## config.mk

```make
export PLATFORM = sky130hd
export DESIGN_NAME = fu_issue_ctl
export DESIGN_NICKNAME = d
export VERILOG_FILES = /design/src/rtl/fu_pkg.sv /design/src/rtl/fu_rd_slot.sv /design/src/rtl/fu_seq.sv /design/src/rtl/fu_alu.sv /design/src/rtl/fu_issue_ctl.sv
export SDC_FILE = /design/constraint.sdc
export NUM_CORES = 1
export LEC_CHECK = 0
export BUFFER_PORTS_ARGS = -buffer_cell sky130_fd_sc_hd__buf_2
export CORE_MARGIN = 8
export CORE_UTILIZATION = 51
export CTS_CLUSTER_DIAMETER = 150
export DETAILED_ROUTE_END_ITERATION = 10
export GPL_ROUTABILITY_DRIVEN = 0
export PLACE_DENSITY = 0.82
export RECOVER_POWER = 100
export SYNTH_ARGS = -nofsm -noshare
export SYNTH_HDL_FRONTEND = slang
export SYNTH_SLANG_ARGS = --single-unit
export TNS_END_PERCENT = 30
```

## constraint.sdc

```tcl
create_clock -name clk -period 2.95 [get_ports clk]
set_clock_uncertainty 0.05 [all_clocks]
set_input_delay 0.59 -clock clk [delete_from_list [all_inputs] [get_ports clk]]
set_output_delay 0.59 -clock clk [all_outputs]
set_load 0.02 [all_outputs]
```

## src/rtl/fu_pkg.sv

```systemverilog
package fu_pkg;

    localparam int unsigned FU_DW   = 16;
    localparam int unsigned FU_NSRC = 2;

    typedef enum logic [1:0] {
        OP_ADD = 2'd0,
        OP_SUB = 2'd1,
        OP_AND = 2'd2,
        OP_XOR = 2'd3
    } fu_op_e;

    typedef enum logic [1:0] {
        ST_IDLE  = 2'd0,
        ST_READ  = 2'd1,
        ST_WRITE = 2'd2
    } fu_state_e;

    function automatic logic is_idle(fu_state_e s);
        return s == ST_IDLE;
    endfunction

endpackage

```

## src/rtl/fu_rd_slot.sv

```systemverilog
module fu_rd_slot #(
    parameter int unsigned W = 16
) (
    input  logic         clk,
    input  logic         rst,
    input  logic         arm_i,
    input  logic         gnt_i,
    input  logic         kill_i,
    input  logic [W-1:0] din_i,
    output logic         req_o,
    output logic [W-1:0] dout_o
);
    logic         req_q;
    logic [W-1:0] val_q;

    always_ff @(posedge clk) begin
        if (rst) begin
            req_q <= 1'b0;
            val_q <= '0;
        end else if (arm_i) begin
            req_q <= 1'b1;
        end else if (req_q) begin
            if (kill_i) begin
                req_q <= 1'b0;
            end else if (gnt_i) begin
                req_q <= 1'b0;
                val_q <= din_i;
            end
        end
    end

    assign req_o  = req_q;
    assign dout_o = val_q;
endmodule

```

## src/rtl/fu_seq.sv

```systemverilog
module fu_seq
    import fu_pkg::*;
(
    input  logic clk,
    input  logic rst,
    input  logic issue_i,
    input  logic rd_pend_i,
    input  logic kill_i,
    input  logic wr_gnt_i,
    input  logic shadow_i,
    output logic start_o,
    output logic busy_o,
    output logic wr_req_o
);
    fu_state_e state_q;
    logic      wr_q;

    assign start_o = issue_i && is_idle(state_q);

    always_ff @(posedge clk) begin
        if (rst) begin
            state_q <= ST_IDLE;
            wr_q    <= 1'b0;
        end else begin
            unique case (state_q)
                ST_IDLE: begin
                    if (start_o) state_q <= ST_READ;
                end
                ST_READ: begin
                    if (kill_i) begin
                        state_q <= ST_IDLE;
                    end else if (!rd_pend_i) begin
                        state_q <= ST_WRITE;
                        wr_q    <= 1'b1;
                    end
                end
                ST_WRITE: begin
                    if (!shadow_i && (kill_i || wr_gnt_i)) begin
                        state_q <= ST_IDLE;
                        wr_q    <= 1'b0;
                    end
                end
                default: begin
                    state_q <= ST_IDLE;
                    wr_q    <= 1'b0;
                end
            endcase
        end
    end

    assign busy_o   = !is_idle(state_q);
    assign wr_req_o = wr_q;
endmodule

```

## src/rtl/fu_alu.sv

```systemverilog
module fu_alu
    import fu_pkg::*;
#(
    parameter int unsigned W = 16
) (
    input  fu_op_e       op_i,
    input  logic [W-1:0] a_i,
    input  logic [W-1:0] b_i,
    output logic [W-1:0] y_o
);
    always_comb begin
        unique case (op_i)
            OP_ADD:  y_o = a_i + b_i;
            OP_SUB:  y_o = a_i - b_i;
            OP_AND:  y_o = a_i & b_i;
            OP_XOR:  y_o = a_i ^ b_i;
            default: y_o = '0;
        endcase
    end
endmodule

```

## src/rtl/fu_issue_ctl.sv

```systemverilog
module fu_issue_ctl
    import fu_pkg::*;
#(
    parameter int unsigned DATA_W = FU_DW,
    parameter int unsigned NSRC   = FU_NSRC
) (
    input  logic                   clk,
    input  logic                   rst,
    input  logic                   issue_i,
    input  logic [1:0]             op_i,
    output logic                   busy_o,
    output logic [NSRC-1:0]        rd_req_o,
    input  logic [NSRC-1:0]        rd_gnt_i,
    input  logic [NSRC*DATA_W-1:0] src_data_i,
    output logic                   wr_req_o,
    input  logic                   wr_gnt_i,
    input  logic                   shadow_i,
    input  logic                   kill_i,
    output logic [DATA_W-1:0]      result_o
);
    localparam int unsigned LANES = NSRC;

    logic              start;
    logic              rd_pend;
    fu_op_e            op_q;
    logic [DATA_W-1:0] opnd [LANES];
    logic [DATA_W-1:0] alu_y;

    for (genvar i = 0; i < LANES; i++) begin : g_slot
        fu_rd_slot #(.W(DATA_W)) u_slot (
            .clk    (clk),
            .rst    (rst),
            .arm_i  (start),
            .gnt_i  (rd_gnt_i[i]),
            .kill_i (kill_i),
            .din_i  (src_data_i[i*DATA_W +: DATA_W]),
            .req_o  (rd_req_o[i]),
            .dout_o (opnd[i])
        );
    end

    assign rd_pend = |rd_req_o;

    fu_seq u_seq (
        .clk       (clk),
        .rst       (rst),
        .issue_i   (issue_i),
        .rd_pend_i (rd_pend),
        .kill_i    (kill_i),
        .wr_gnt_i  (wr_gnt_i),
        .shadow_i  (shadow_i),
        .start_o   (start),
        .busy_o    (busy_o),
        .wr_req_o  (wr_req_o)
    );

    always_ff @(posedge clk) begin
        if (rst) op_q <= OP_ADD;
        else if (start) op_q <= fu_op_e'(op_i);
    end

    fu_alu #(.W(DATA_W)) u_alu (
        .op_i (op_q),
        .a_i  (opnd[0]),
        .b_i  (opnd[LANES-1]),
        .y_o  (alu_y)
    );

    assign result_o = (wr_gnt_i && wr_req_o && !shadow_i) ? alu_y : '0;
endmodule

```

Word-level counts from Yosys, hierarchy flattened

Cells that the tools add are included.
Widths: inputs -> output; s select.

Add/subtract/negate cells: 2
Equality and inequality tests: 10
Mux-type cells: 19
Bitwise operators: 5
Reductions and logical operators: 14

Operator list:

| kind               | count |
|---|---|
| $pmux 16 s4        | 1 |
| $add 16x16->16     | 1 |
| $and 16x16->16     | 1 |
| $mux 16            | 1 |
| $sub 16x16->16     | 1 |
| $xor 16x16->16     | 1 |
| $reduce_and 4->1   | 3 |
| $mux 1             | 11 |
| $mux 2             | 4 |
| $eq 2x2->1 const B | 3 |
| $ne 2x2->1 const B | 3 |
| $pmux 2 s3         | 1 |
| $eq 2x1->1 const B | 2 |
| $logic_and 1x1->1  | 4 |
| $logic_not 2->1    | 2 |
| $ne 3x3->1 const B | 1 |
| $not 1->1          | 3 |
| $pmux 1 s3         | 1 |
| $reduce_and 3->1   | 1 |
| $logic_not 1->1    | 2 |
| $ne 2x1->1 const B | 1 |
| $reduce_or 2->1    | 1 |
| $logic_or 1x1->1   | 1 |

Flip-flop bits (word level): 39
Input port bits: 42
Output and inout bits: 20
Word-level logic and storage cells: 57

Longest topological paths before layout

Word-level depth: 4
Mapped depth: 15
Gate-level depth less buffers: 14

Cells and area by module

Synthesis repeated with hierarchy kept, for this count alone.

Cells, all modules: 422
Area total of the unflattened synthesis: 3,601.0 µm²

By module, submodules not included:

| module       | times used | cells each | area an instance (µm²) | seq. area each (µm²) |
|---|---|---|---|---|
| fu_alu       | 1          | 232        | 1,692.9                | 0.0 |
| fu_rd_slot   | 2          | 74         | 773.2                  | 340.3 |
| fu_issue_ctl | 1          | 25         | 217.7                  | 40.0 |
| fu_seq       | 1          | 17         | 143.9                  | 60.1 |

Worst setup path before layout

Ideal clock, no wire load.

Kind: register to output
From: register g_slot[1].u_slot.val_q[0]
To: output port result_o[9]
Arrival: 2.776 ns
Required time: 2.310 ns
Path slack: -0.466 ns
Stages on the path, launching flop included: 14
Path buffers: 1
Cell sequence: dfxtp_1 inv_1 ha_1 nand2_1 nand2_1 xor2_1 ha_1 buf_2 a21oi_1 o22ai_1 a311oi_1 xnor2_1 nor2_1 a211oi_1

Cells in the longest elaborated chain, start to end: 3
Elaborated cells on any way between the ends: 4
Those cells by class: 2 x add/sub; 2 x mux

Ends and longest elaborated chain:

| what                                             | line                       | text |
|---|---|---|
| from (decl)                                      | fu_rd_slot.sv:14           | `logic [W-1:0] val_q;` |
| from (signal assigned)                           | fu_rd_slot.sv:27           | `val_q <= din_i;` |
| $sub 16x16->16 or $add 16x16->16 (tied branches) | fu_alu.sv:14, fu_alu.sv:13 |  |
| $pmux 16 s4 (*)                                  | fu_alu.sv:12               | `unique case (op_i)` |
| $mux 16 (*)                                      | fu_issue_ctl.sv:69         | `assign result_o = (wr_gnt_i && wr_req_o && !shadow_i) ? alu_y : '0;` |
| to (decl)                                        | fu_issue_ctl.sv:19         | `output logic [DATA_W-1:0] result_o` |

Mark *: on every way between the ends. The rest lies on a longest branch, timed or not.

Worst setup path after layout

From: register g_slot[1].u_slot.val_q[1]
To: output port result_o[15]

The elaborated chain is that of the path after synthesis.

==> results.sh <==
export IMPL_drtAntennaViolNets=0
export IMPL_wirelength_um=11400
export IMPL_p_sw_mw=0.586
export IMPL_synth_top_area_cell="dfxtp_1"
export IMPL_slowest_stage="dfxtp_2"
export IMPL_clkPwrFrac_pct=26.1
export IMPL_setup_viol=14
export IMPL_yosysMostFrequentCell="nand2_1"
export IMPL_path_clk_slew_ns=0.08
export IMPL_grt_max_degree=40
export IMPL_syn_area_mm2=0.00311
export IMPL_clk_latency_ns=0.29
export IMPL_synth_area_per_cell_um2=7.69
export IMPL_clockBufferDepth=2
export IMPL_instances_no_fill=592
export IMPL_fin_ws_ns=-0.875
export IMPL_power_share_sequential_pct=32.2
export IMPL_syn_nets=479
export IMPL_crit_type="register to output pin"
export IMPL_crit_arrival_ns=3.19
export IMPL_critPathBufInv=2
export IMPL_synth_area_leaders="dfxtp_1 25%, ha_1 13%, nand2_1 10%, a21oi_1 9.3%, xnor2_1 4.8%"
export IMPL_die_area_mm2=0.00885
export IMPL_design_area_mm2=0.00430
export IMPL_fin_crit_sh_pct=130
export IMPL_synth_seq_area_share_pct=25.1
export IMPL_critPathLaunchType="register"
export IMPL_grt_pass1_vias=3711
export IMPL_p_sw_share_pct=33.8
export IMPL_drc=0
export IMPL_nNetsFinal=591
export IMPL_crit_chain="inv_1 > ha_2 > nand2_2 > nor2_4 > nand2_2 > o31ai_4 > xor2_1 > ha_1 > a21oi_2 > nand2b_1 > o21ai_2 > o311ai_2 > xnor2_1 > o22ai_2 > buf_6"
export IMPL_layout_drive_gt1_share_pct=36.4
export IMPL_post_route_util_pct=72.6
export IMPL_htreeDepth=2
export IMPL_yosysUniqueCellTypes=50
export IMPL_max_stage_delay_ns=0.34
export IMPL_synth_ff_latch_count=39
export IMPL_diodes=0
export IMPL_netlist_area_leader_share_pct=25.1
export IMPL_die_w_um=94.1
export IMPL_rows=28
export IMPL_final_hold_viol_count=0
export IMPL_worstMarginPinSlew_ns=1.65
export IMPL_dpl_hpwl_um=6970
export IMPL_leakage_nw=1.90
export IMPL_critPathMaxFanout=4
export IMPL_syn_instance_count=404
export IMPL_violations="max-capacitance violations, max-slew violations, negative setup slack"
export IMPL_hold_buffers=0
export IMPL_grt_overflow=0
export IMPL_ys_warn_count=0
export IMPL_period_minus_slack_ns=3.83
export IMPL_coreArea_mm2=0.00592
export IMPL_wl_per_cell_um=19.2
export IMPL_cap_viol_max_count=1
export IMPL_cts_sinks=39
export IMPL_io_buffers=61
export IMPL_track_usage_pct=24.2
export IMPL_cp_top_family="compound AO/OA/AOI/OAI gates"
export IMPL_status="finished with violations"
export IMPL_num_vias=3714
export IMPL_cts_buffers=5
export IMPL_grt_pass1_wl_um=17300
export IMPL_routed_via_density=6.27
export IMPL_antenna_found_initial=0
export IMPL_power_density_mw_per_mm2=403
export IMPL_ir_drop_mv=0.527
export IMPL_synth_edf_count=0
export IMPL_max_slew_margin_pct=-10.2
export IMPL_first_pass_iters=5
export IMPL_rsz0062_at_grt="yes"
export IMPL_slew_viol_final=40
export IMPL_post_place_cells=570
export IMPL_p_int_mw=1.15
export IMPL_die_y_um=94.1
export IMPL_combinationalPowerShare_pct=41.7
export IMPL_drt_initial_drc_count=339
export IMPL_cpMostUsedCell="nand2_2"
export IMPL_synth_commonest_cells="86 x nand2_1, 58 x a21oi_1, 39 x dfxtp_1"
export IMPL_cts_tree="done"
export IMPL_hold_class="register to register"
export IMPL_required_ns=2.31
export IMPL_cp_end_kind="output pin"
export IMPL_initial_core_util_pct=52.5
export IMPL_root_buffer="clkbuf_8"
export IMPL_area_growth_syn_to_layout_pct=38.3
export IMPL_pin_count=62
export IMPL_post_dp_cell_area_mm2=0.00383
export IMPL_synth_ff_type="dfxtp_1"
export IMPL_fmaxAchievable_ghz=0.261
export IMPL_async_flop_share_pct=0
per-layer routing:
layer | share of wire (%) | global-route usage (%) | up-vias
met1 | 38 | 27.8 | 1711
met5 | 0 | 0 | -
met3 | 8.8 | 4.56 | 82
met2 | 48 | 40.7 | 276
met4 | 5.4 | 14.8 | 0
li1 | - | - | 1645
repair_timing:
action / CTS / global route
pin swaps: 24 / 22
buffers inserted: 11 / 3
resized for setup: 38 / 27
setup endpoints to repair: 14 / 14
layout by cell type, fill, tap and decap left out, types with 7 or more instances in the layout:
| cell | count |
|---|---|
| nor2_1 | 24 |
| buf_4 | 65 |
| xor2_1 | 8 |
| inv_1 | 10 |
| a21oi_1 | 52 |
| a211oi_1 | 7 |
| nand2_1 | 81 |
| xnor2_1 | 15 |
| mux2i_1 | 13 |
| ha_1 | 29 |
| buf_6 | 7 |
| buf_2 | 47 |
| nand2b_1 | 9 |
| dfxtp_1 | 35 |
power by group through the flow:
stage | Combinational (mW) | Sequential, mW | Clock (mW)
3_3_place_gp | 0.533 | 0.566 | 0
6_report | 0.723 | 0.557 | 0.452
4_1_cts | 0.620 | 0.555 | 0.459
5_1_grt | 0.761 | 0.559 | 0.489
2_1_floorplan | 0.380 | 0.566 | 0
3_5_place_dp | 0.546 | 0.567 | 0
state kept, by name, indices dropped and copies added, names as in the netlist:
register,flops
g_slot.u_slot.dout_o,32
g_slot.u_slot.req_o,2
op_q,2
u_seq.state_q,2
u_seq.wr_req_o,1
final cells by class:
type / count / area, µm²
repair buffers: 126 / 831
inverters: 11 / 41.3
clock buffers: 6 / 82.6
well taps: 75 / 93.8
flip-flops and latches: 39 / 786
clock inverters: 2 / 35.0
multi-input cells: 333 / 2430
fillers: 403 / 1620
kinds of logic (layout without fill, tap and decap cells):
logic type               Yosys count  after routing  share of synthesized area [%]
AND/OR/NAND/NOR                  148            148                           22.7
AO/OA/AOI/OAI                    111            111                           21.4
flip-flops                        39             39                           25.1
adder cells (fa/ha/maj)           33             33                           13.5
buffers and inverters             32            145                           4.95
XOR/XNOR                          25             25                           7.05
multiplexers                      16             16                           5.27
per-stage QoR:
step / power (mW) / setup TNS (ns) / setup WS (ns) / hold slack [ns]
after floorplan: 0.946 / -0.567 / -0.117 / 0.404
after global placement: 1.10 / -1.63 / -0.263 / 0.418
after detailed placement: 1.11 / -2.38 / -0.381 / 0.429
after CTS: 1.63 / -5.75 / -0.560 / 0.441
after global routing: 1.81 / -10.58 / -1.05 / 0.472
final: 1.73 / -8.52 / -0.875 / 0.457
worst paths after layout:
path | endpoint | start | slack [ns] | depth (start not counted)
setup / recovery | result_o[15] | g_slot[1].u_slot.dout_o[1] | -0.88 | 15
hold / removal | g_slot[1].u_slot.dout_o[15] | g_slot[1].u_slot.dout_o[15] | 0.46 | 2
setup reg to reg | g_slot[0].u_slot.dout_o[14] | u_seq.state_q[0] | 0.96 | 5
hold reg to reg | g_slot[1].u_slot.dout_o[15] | g_slot[1].u_slot.dout_o[15] | 0.46 | 2
worst register-to-register path, delay by kind of cell, from the launching register on:
kind             cells  cell delay (ns)
AND/OR/NAND/NOR      4             1.25
flip-flops           1             0.40
AO/OA/AOI/OAI        1             0.10
(Power assumes the default switching activity.)
